### src/rtl/pwe_pkg.sv
package pwe_pkg;
  typedef enum logic [1:0] {
    ST_IDLE    = 2'd0,
    ST_GAP     = 2'd1,
    ST_CARRIER = 2'd2
  } pwe_state_t;
endpackage

### src/rtl/pwe_us_clock.sv
module pwe_us_clock #(
  parameter int CLK_PER_US = 125,
  parameter int TS_W       = 32
) (
  input  logic            clk,
  input  logic            rst,
  output logic [TS_W-1:0] us_now
);
  localparam int PRE_W = (CLK_PER_US > 1) ? $clog2(CLK_PER_US) : 1;
  localparam logic [PRE_W-1:0] PRE_LAST = PRE_W'(CLK_PER_US - 1);

  logic [PRE_W-1:0] pre_q;
  logic             wrap;

  assign wrap = (pre_q == PRE_LAST);

  always_ff @(posedge clk) begin
    if (rst) begin
      pre_q  <= '0;
      us_now <= '0;
    end else begin
      pre_q <= wrap ? '0 : pre_q + 1'b1;
      if (wrap) us_now <= us_now + 1'b1;
    end
  end
endmodule

### src/rtl/pwe_seg_timer.sv
module pwe_seg_timer #(
  parameter int TMR_W = 14
) (
  input  logic             clk,
  input  logic             rst,
  input  logic             load,
  input  logic [TMR_W-1:0] load_val,
  output logic             expired
);
  logic [TMR_W-1:0] left_q;

  assign expired = (left_q == '0);

  always_ff @(posedge clk) begin
    if (rst)               left_q <= '0;
    else if (load)         left_q <= load_val;
    else if (left_q != '0) left_q <= left_q - 1'b1;
  end
endmodule

### src/rtl/pwe_frame_seq.sv
module pwe_frame_seq
  import pwe_pkg::*;
#(
  parameter int DATA_W = 32,
  parameter int CNT_W  = 6,
  parameter int TMR_W  = 14,
  parameter int TS_W   = 32,
  parameter logic [TMR_W-1:0] GAP_LD  = '0,
  parameter logic [TMR_W-1:0] ONE_LD  = '0,
  parameter logic [TMR_W-1:0] ZERO_LD = '0
) (
  input  logic              clk,
  input  logic              rst,
  input  logic              start,
  input  logic [DATA_W-1:0] word_in,
  input  logic [CNT_W-1:0]  bits_in,
  input  logic              tmr_expired,
  input  logic [TS_W-1:0]   us_now,
  output logic              tmr_load,
  output logic [TMR_W-1:0]  tmr_val,
  output logic              carrier_on,
  output logic              busy,
  output logic              done,
  output logic [TS_W-1:0]   end_stamp
);
  localparam logic [CNT_W-1:0] MAX_CNT = CNT_W'(DATA_W);

  pwe_state_t        state_q;
  logic [DATA_W-1:0] shift_q;
  logic [CNT_W-1:0]  idx_q;
  logic [CNT_W-1:0]  last_q;
  logic              closing_q;
  logic [CNT_W-1:0]  last_idx;

  always_comb begin
    if (bits_in == '0)         last_idx = '0;
    else if (bits_in > MAX_CNT) last_idx = MAX_CNT - 1'b1;
    else                        last_idx = bits_in - 1'b1;
  end

  always_comb begin
    tmr_load = 1'b0;
    tmr_val  = GAP_LD;
    unique case (state_q)
      ST_IDLE:    tmr_load = start;
      ST_GAP: begin
        tmr_load = tmr_expired && !closing_q;
        tmr_val  = shift_q[0] ? ONE_LD : ZERO_LD;
      end
      ST_CARRIER: tmr_load = tmr_expired;
      default:    tmr_load = 1'b0;
    endcase
  end

  always_ff @(posedge clk) begin
    if (rst) begin
      state_q    <= ST_IDLE;
      shift_q    <= '0;
      idx_q      <= '0;
      last_q     <= '0;
      closing_q  <= 1'b0;
      carrier_on <= 1'b1;
      busy       <= 1'b0;
      done       <= 1'b0;
      end_stamp  <= '0;
    end else begin
      done <= 1'b0;
      unique case (state_q)
        ST_IDLE: begin
          if (start) begin
            shift_q    <= word_in;
            last_q     <= last_idx;
            idx_q      <= '0;
            closing_q  <= 1'b0;
            carrier_on <= 1'b0;
            busy       <= 1'b1;
            state_q    <= ST_GAP;
          end
        end
        ST_GAP: begin
          if (tmr_expired) begin
            carrier_on <= 1'b1;
            if (closing_q) begin
              busy      <= 1'b0;
              done      <= 1'b1;
              end_stamp <= us_now;
              state_q   <= ST_IDLE;
            end else begin
              state_q <= ST_CARRIER;
            end
          end
        end
        ST_CARRIER: begin
          if (tmr_expired) begin
            carrier_on <= 1'b0;
            shift_q    <= shift_q >> 1;
            idx_q      <= idx_q + 1'b1;
            if (idx_q == last_q) closing_q <= 1'b1;
            state_q    <= ST_GAP;
          end
        end
        default: state_q <= ST_IDLE;
      endcase
    end
  end
endmodule

### src/rtl/pause_width_encoder.sv
module pause_width_encoder #(
  parameter int CLK_PER_US = 125,
  parameter int MAX_BITS   = 32,
  parameter int PAUSE_US   = 20,
  parameter int ONE_ON_US  = 80,
  parameter int ZERO_ON_US = 40,
  parameter int TRIM_US    = 4,
  parameter int TS_W       = 32
) (
  input  logic                           clk,
  input  logic                           rst,
  input  logic                           start,
  input  logic [MAX_BITS-1:0]            tx_word,
  input  logic [$clog2(MAX_BITS+1)-1:0]  tx_bits,
  output logic                           carrier_on,
  output logic                           busy,
  output logic                           done,
  output logic [TS_W-1:0]                end_stamp
);
  localparam int CNT_W    = $clog2(MAX_BITS + 1);
  localparam int GAP_CYC  = (PAUSE_US - TRIM_US) * CLK_PER_US;
  localparam int ONE_CYC  = (ONE_ON_US - TRIM_US) * CLK_PER_US;
  localparam int ZERO_CYC = (ZERO_ON_US - TRIM_US) * CLK_PER_US;
  localparam int MAX_A    = (ONE_CYC > ZERO_CYC) ? ONE_CYC : ZERO_CYC;
  localparam int MAX_CYC  = (MAX_A > GAP_CYC) ? MAX_A : GAP_CYC;
  localparam int TMR_W    = $clog2(MAX_CYC + 1);

  logic [TS_W-1:0]  us_now;
  logic             tmr_load;
  logic [TMR_W-1:0] tmr_val;
  logic             tmr_expired;

  pwe_us_clock #(.CLK_PER_US(CLK_PER_US), .TS_W(TS_W)) u_us (
    .clk    (clk),
    .rst    (rst),
    .us_now (us_now)
  );

  pwe_seg_timer #(.TMR_W(TMR_W)) u_tmr (
    .clk      (clk),
    .rst      (rst),
    .load     (tmr_load),
    .load_val (tmr_val),
    .expired  (tmr_expired)
  );

  pwe_frame_seq #(
    .DATA_W  (MAX_BITS),
    .CNT_W   (CNT_W),
    .TMR_W   (TMR_W),
    .TS_W    (TS_W),
    .GAP_LD  (TMR_W'(GAP_CYC - 1)),
    .ONE_LD  (TMR_W'(ONE_CYC - 1)),
    .ZERO_LD (TMR_W'(ZERO_CYC - 1))
  ) u_seq (
    .clk         (clk),
    .rst         (rst),
    .start       (start),
    .word_in     (tx_word),
    .bits_in     (tx_bits),
    .tmr_expired (tmr_expired),
    .us_now      (us_now),
    .tmr_load    (tmr_load),
    .tmr_val     (tmr_val),
    .carrier_on  (carrier_on),
    .busy        (busy),
    .done        (done),
    .end_stamp   (end_stamp)
  );
endmodule

### config.mk
export PLATFORM = sky130hd
export DESIGN_NAME = pause_width_encoder
export DESIGN_NICKNAME = d
export VERILOG_FILES = /design/src/rtl/pwe_pkg.sv /design/src/rtl/pwe_us_clock.sv /design/src/rtl/pwe_seg_timer.sv /design/src/rtl/pwe_frame_seq.sv /design/src/rtl/pause_width_encoder.sv
export SDC_FILE = /design/constraint.sdc
export NUM_CORES = 1
export LEC_CHECK = 0
export ABC_AREA = 1
export BUFFER_PORTS_ARGS = -buffer_cell sky130_fd_sc_hd__buf_4
export CAP_MARGIN = 25
export CORE_MARGIN = 2
export CORE_UTILIZATION = 50
export CTS_BUF_LIST = sky130_fd_sc_hd__clkbuf_8
export CTS_CLUSTER_DIAMETER = 80
export DETAILED_ROUTE_END_ITERATION = 8
export PLACE_DENSITY = 0.7
export SYNTH_ARGS = -nofsm -noshare
export SYNTH_HDL_FRONTEND = slang
export SYNTH_SLANG_ARGS = --single-unit
### constraint.sdc
create_clock -name clk -period 2.1 [get_ports clk]
set_clock_uncertainty 0.05 [all_clocks]
set_input_delay 0.21 -clock clk [delete_from_list [all_inputs] [get_ports clk]]
set_output_delay 0.21 -clock clk [all_outputs]
set_load 0.01 [all_outputs]
==> flow_summary.yaml, run 1 <==
status:
  outcome: "finished clean"
sta:
  timing.hold.ws_ns: 0.0324
  finalSetupViolations: 0
  final_period_minus_worst_setup_slack_ns: 1.90
  setup_tns_ns: 0
  total_count_of_hold_check_failures_in_the_final_report: 0
  tightestPinTransition_ns: 0.574
  rsz0062_at_grt: "no"
  fmaxAchievable_mhz: 526
  drv_slew: 0
  relSlewSlack: 0.617
  timing.final.crit_share: 0.905
final_layout:
  fillCellCount: 1304
  layout-drive-gt1-share: 0.149
  area.growth.synth_to_final_pct: 17.3
  finalNonFillerCells: 1259
  register_area_sq_mm: 0.00270
  multi_input_comb_area_sq_mm: 0.00339
  nNetsFinal: 1119
  number_of_antenna_repair_diodes: 0
grt:
  antenna_found_initial: 0
  vias_in_the_first_global_route: 5600
  pin_count_of_the_biggest_net_entering_global_routing: 65
  gr-usage-met1: 0.249
  grt_pass1_wl_um: 24500
  use_met2: 0.360
  global_route.overflow_total: 0
  track_usage: 0.209
  globalRouteMet3Util: 0.0566
  grt-busiest-layer: "met2"
pwr:
  power.total_mw: 5.88
  power.leakage_nw: 3.54
  max-vdd-ir-drop_v: 0.000570
  power-per-cell-area_mw_per_mm2: 746
place:
  dp_cells: 1226
  post-dp-hpwl_um: 9970
  portBuffers: 75
  routabilityCongestion: 0.879
worst_hold_path:
  worst_hold_path_type: "primary input to flip-flop"
cts:
  cts.clk_slew.worst_paths_ns: 0.07
  cts_buffers: 17
  worst_skew_pair.late_latency_ns: 0.45
  clock_sink_count: 135
  clock_tree.htree_level_count: 4
  post_cts_resized: 0
  tritoncts: "done"
  clk_root_buffer_cell: "sky130_fd_sc_hd__clkbuf_8"
  cts.path.max_buffers: 2
drt:
  first_iter_violations: 407
  total_wire_length_after_detailed_routing_um: 14300
  vias: 6169
  remaining_drc_errors: 0
  number_of_iterations_in_the_first_detailed_routing_pass: 5
  wire_length_per_cell_um: 11.4
  route.antenna.remaining_nets: 0
  via_per_inst: 4.90
critical_path:
  critPathArrivalTime_ns: 2.19
  worst_ep_required_time_ns: 2.39
  crit_path_end_kind: "flip-flop"
  startpoint_type: "flip-flop"
  critPathKind: "flip-flop to flip-flop"
  critical_path.max_fanout: 35
synthesis:
  yosys.area.top_type_share: 0.402
  yosys_register_bits: 135
  synth_edf_count: 0
  synth_top_cell_by_area: "sky130_fd_sc_hd__dfxtp_1"
  synth_nets: 1047
  post_synth_instance_area_sq_mm: 0.00672
  seq_area_frac_synth: 0.402
  yosys_warnings: 0
  dominantRegCellSynth: "sky130_fd_sc_hd__dfxtp_1"
  synth.avg_cell_area_sq_um: 6.73
  postSynthCellCount: 998
  synth_cell_types: 38
  synthArstFlopShare: 0
  yosys-top-cells-area: "sky130_fd_sc_hd__dfxtp_1 40%, sky130_fd_sc_hd__nand2_1 14%, sky130_fd_sc_hd__nor2_1 9.3%"
floorplanning:
  die-width_um: 120
  count_of_standard_cell_rows: 42
  initial_core_util: 0.509
  coreArea_sq_mm: 0.0132
  num_io_pins: 76
  dieArea_sq_mm: 0.0144
  fp.dieH_um: 120
run:
  max_cap_viol_count: 0
sequential cells by signal (all words and copies together), names as in the netlist:
name	count
u_seq.end_stamp	32
u_seq.shift_q	32
u_us.us_now	32
u_tmr.left_q	14
u_us.pre_q	7
u_seq.idx_q	6
u_seq.last_q	6
u_seq.state_q	2
u_seq.busy	1
u_seq.carrier_on	1
u_seq.closing_q	1
u_seq.done	1
critical path, cell delays in order (launching register included):
cell and delay, ns:
sky130_fd_sc_hd__dfxtp_1 0.31, sky130_fd_sc_hd__inv_1 0.08, sky130_fd_sc_hd__ha_1 0.24, sky130_fd_sc_hd__nand3_1 0.13
sky130_fd_sc_hd__nor2_4 0.07, sky130_fd_sc_hd__nand3_4 0.11, sky130_fd_sc_hd__nand2_4 0.06, sky130_fd_sc_hd__inv_2 0.42
sky130_fd_sc_hd__nand2_1 0.14, sky130_fd_sc_hd__nor2_1 0.13, sky130_fd_sc_hd__nor2_1 0.05
cell usage in the layout (no fill, tap or decap), types with 8 or more instances in the layout:
cell and count:
sky130_fd_sc_hd__nand2_1 245, sky130_fd_sc_hd__nor2_1 167, sky130_fd_sc_hd__dfxtp_1 135, sky130_fd_sc_hd__inv_1 119
sky130_fd_sc_hd__buf_4 83, sky130_fd_sc_hd__o21ai_0 71, sky130_fd_sc_hd__a21oi_1 57, sky130_fd_sc_hd__nand3_1 44
sky130_fd_sc_hd__clkbuf_8 20, sky130_fd_sc_hd__o21ai_1 19, sky130_fd_sc_hd__nor3_1 13, sky130_fd_sc_hd__nand4_1 13
sky130_fd_sc_hd__xor2_1 11, sky130_fd_sc_hd__nor2_2 9, sky130_fd_sc_hd__ha_1 8
path summary, 6_finish.rpt:
kind | startpoint | to | slack, ns | cells past startpoint
max | u_tmr.left_q[0]$_SDFFE_PP0P_ | u_tmr.left_q[2]$_SDFFE_PP0P_ | 0.20 | 10
min | tx_word[27] | u_seq.shift_q[27]$_SDFFE_PP0P_ | 0.03 | 5
max reg2reg | u_tmr.left_q[0]$_SDFFE_PP0P_ | u_tmr.left_q[2]$_SDFFE_PP0P_ | 0.20 | 10
min reg2reg | u_seq.end_stamp[17]$_SDFFE_PP0P_ | u_seq.end_stamp[17]$_SDFFE_PP0P_ | 0.39 | 2
metrics by stage:
stage	setup slack, ns	utilization	cell area, sq um
2_1_floorplan	0.546	-	6720
3_3_place_gp	0.234	0.563	7420
3_5_place_dp	0.175	0.563	7420
4_1_cts	0.172	0.597	7880
5_1_grt	0.0318	0.597	7880
6_report	0.201	0.597	7880
cell families (layout without fill, tap and decap cells):
kind of cell	count (synthesis)	after routing	share of synthesized area
buffers and inverters	157	242	0.0935
XOR/XNOR	17	17	0.0222
flip-flops	135	135	0.402
AND/OR/NAND/NOR	523	523	0.345
adder cells (fa/ha/maj)	8	8	0.0149
AO/OA/AOI/OAI	158	158	0.122
report_power, final:
group	leakage, nW	switching, mW	internal [mW]
clock network	0.223	1.01	1.38
registers	1.10	0.0866	2.67
logic	2.21	0.443	0.282
layout make-up:
type                       count  area share
tap                          176      0.0279
clock buffer                  20      0.0349
multi-input combinational    706       0.430
clock inverter                12      0.0221
timing repair buffer          85      0.0829
sequential                   135       0.343
inverter                     125      0.0595
timing repair:
item / 4_1_cts / 5_1_grt
hold buffers: 1 / 0
endpoints found under the setup margin: 0 / 0
setup buffers: 0 / 0
endpoints found under the hold margin: 1 / 0
layer usage:
layer	up-vias	wire length, um	part of all wire
li1	3282	-	-
met1	2709	6650	0.46
met2	155	6680	0.47
met3	23	763	0.053
met4	0	211	0.015
met5	-	0	0
synthesized netlist by cell type (8+ instances only):
library cell               number
sky130_fd_sc_hd__o21ai_0       71
sky130_fd_sc_hd__nor3_1        13
sky130_fd_sc_hd__clkbuf_1      16
sky130_fd_sc_hd__nand2_1      245
sky130_fd_sc_hd__a21oi_1       57
sky130_fd_sc_hd__ha_1           8
sky130_fd_sc_hd__nand4_1       13
sky130_fd_sc_hd__nand3_1       44
sky130_fd_sc_hd__xor2_1        11
sky130_fd_sc_hd__o21ai_1       19
sky130_fd_sc_hd__inv_1        118
sky130_fd_sc_hd__nor2_1       167
sky130_fd_sc_hd__buf_2         13
sky130_fd_sc_hd__nor2_2         9
sky130_fd_sc_hd__dfxtp_1      135
Power figures use the tool's default switching activity.
==> run 2: changes to the inputs <==
- BUFFER_PORTS_ARGS: -buffer_cell sky130_fd_sc_hd__buf_4 -> -buffer_cell sky130_fd_sc_hd__buf_2
==> run 2 against run 1 <==
Net effect: critical endpoint is now u_seq.shift_q[27]$_SDFFE_PP0P_; combinational power shrank 1%; largest cell class unchanged; first-iteration DRC count decreased by 4.4%; worst hold slack worse by 0.0018 ns; non-clock buffer count up 6; critical path depth unchanged; largest power group unchanged; sequential power about the same; final area fell by 2.7%.
==> flow_summary.yaml, run 2 (synthesis gave the netlist of run 1 again) <==
cts:
  cts.clk_slew.worst_paths_ns: 0.07
  clock_tree.htree_level_count: 4
  post_cts_buffers: 0
  tritoncts: "done"
  clock_sink_count: 135
  cts.path.max_buffers: 2
  cts_buffers: 17
  clk_root_buffer_cell: "sky130_fd_sc_hd__clkbuf_8"
  worst_skew_pair.late_latency_ns: 0.45
drt:
  first_iter_violations: 389
  route.antenna.remaining_nets: 0
  number_of_iterations_in_the_first_detailed_routing_pass: 4
  wire_length_per_cell_um: 11.5
  via_per_inst: 4.87
  total_wire_length_after_detailed_routing_um: 14600
  remaining_drc_errors: 0
  vias: 6161
place:
  post-dp-hpwl_um: 10300
  portBuffers: 75
  routabilityCongestion: 0.890
sta:
  rsz0062_at_grt: "no"
  setup_tns_ns: 0
  relSlewSlack: 0.632
  drv_slew: 0
  total_count_of_hold_check_failures_in_the_final_report: 0
  final_period_minus_worst_setup_slack_ns: 1.93
  timing.final.crit_share: 0.918
  tightestPinTransition_ns: 0.552
  finalSetupViolations: 0
  timing.hold.ws_ns: 0.0306
  fmaxAchievable_mhz: 518
final_layout:
  number_of_antenna_repair_diodes: 0
  layout_top_registers: "u_seq.end_stamp: 32 flops, u_seq.shift_q: 32 flops, u_us.us_now: 32 flops"
  area.growth.synth_to_final_pct: 14.1
  fillCellCount: 1301
  register_area_sq_mm: 0.00270
  layout-drive-gt1-share: 0.151
  multi_input_comb_area_sq_mm: 0.00339
  layout.cells.most_common_list: "245 x sky130_fd_sc_hd__nand2_1, 167 x sky130_fd_sc_hd__nor2_1, 135 x sky130_fd_sc_hd__dfxtp_1"
  nNetsFinal: 1125
  layout_commonest_cell: "sky130_fd_sc_hd__nand2_1"
grt:
  antenna_found_initial: 0
  grt_pass1_wl_um: 25000
  global_route.overflow_total: 0
  pin_count_of_the_biggest_net_entering_global_routing: 65
  track_usage: 0.211
  vias_in_the_first_global_route: 5705
floorplanning:
  fp.dieH_um: 120
  num_io_pins: 76
  die-width_um: 120
  dieArea_sq_mm: 0.0144
  count_of_standard_cell_rows: 42
  coreArea_sq_mm: 0.0132
  initial_core_util: 0.509
critical_path:
  startpoint_type: "flip-flop"
  crit_path_end_kind: "flip-flop"
  critPathArrivalTime_ns: 2.23
  critPathKind: "flip-flop to flip-flop"
  critical_path.max_fanout: 18
  worst_ep_required_time_ns: 2.40
pwr:
  power-per-cell-area_mw_per_mm2: 726
  max-vdd-ir-drop_v: 0.000476
  power.leakage_nw: 3.49
worst_hold_path:
  worst_hold_path_type: "primary input to flip-flop"
run:
  max_cap_viol_count: 0
status:
  outcome: "finished clean"
-- run 2: final cells by class --
cell class,count,share of cell area
Clock buffer,18,0.0323
Clock inverter,14,0.0176
Inverter,125,0.0612
Multi-Input combinational cell,706,0.442
Sequential cell,135,0.353
Tap cell,176,0.0287
Timing Repair Buffer,91,0.0659
-- run 2: per-layer routing --
layer,part of all wire,wire length [um],track usage,vias to the layer above
met5,0,0,0,-
met4,0.017,255,0.0853,0
met3,0.051,744,0.0523,22
met2,0.46,6740,0.356,137
met1,0.47,6850,0.258,2700
li1,-,-,-,3302
-- run 2: stage by stage --
stage / total power [mW] / setup WS (ns) / cells / util / area (sq um)
floorplan: 3.35 / 0.546 / 998 / - / 6720
global placement: 3.52 / 0.244 / 1229 / 0.549 / 7240
detailed placement: 3.52 / 0.174 / 1229 / 0.549 / 7240
CTS: 5.62 / 0.163 / 1265 / 0.581 / 7670
global route: 5.84 / 0.0175 / 1265 / 0.581 / 7670
finish: 5.57 / 0.171 / 1265 / 0.581 / 7670
-- run 2: worst paths after layout --
kind | slack (ns) | cells past startpoint | to | from
hold / removal | 0.03 | 5 | u_seq.shift_q[14]$_SDFFE_PP0P_ | tx_word[14]
setup / recovery | 0.17 | 10 | u_seq.shift_q[27]$_SDFFE_PP0P_ | u_tmr.left_q[0]$_SDFFE_PP0P_
hold reg to reg | 0.39 | 2 | u_seq.end_stamp[10]$_SDFFE_PP0P_ | u_seq.end_stamp[10]$_SDFFE_PP0P_
setup reg to reg | 0.17 | 10 | u_seq.shift_q[27]$_SDFFE_PP0P_ | u_tmr.left_q[0]$_SDFFE_PP0P_
-- run 2: worst max-delay path: stages (launching register included) --
cell and delay, ns:
sky130_fd_sc_hd__dfxtp_1 0.30, sky130_fd_sc_hd__inv_1 0.14, sky130_fd_sc_hd__ha_1 0.21, sky130_fd_sc_hd__nand3_1 0.13, sky130_fd_sc_hd__nor2_4 0.17, sky130_fd_sc_hd__nand3_4 0.12
sky130_fd_sc_hd__nand2_4 0.18, sky130_fd_sc_hd__inv_2 0.15, sky130_fd_sc_hd__buf_4 0.22, sky130_fd_sc_hd__nor2_1 0.10, sky130_fd_sc_hd__nor2_1 0.05
-- run 2: report_power, final --
group | internal, mW | leakage, nW | switching [mW]
Sequential | 2.67 | 1.10 | 0.0875
Combinational | 0.264 | 2.20 | 0.451
Clock | 1.07 | 0.187 | 1.02
Total | 4.01 | 3.49 | 1.56
-- run 2: repair_timing --
item	in CTS	in global routing
hold buffers	4	0
hold endpoints to repair	5	0
setup endpoints to repair	0	0
gates resized for setup	0	0
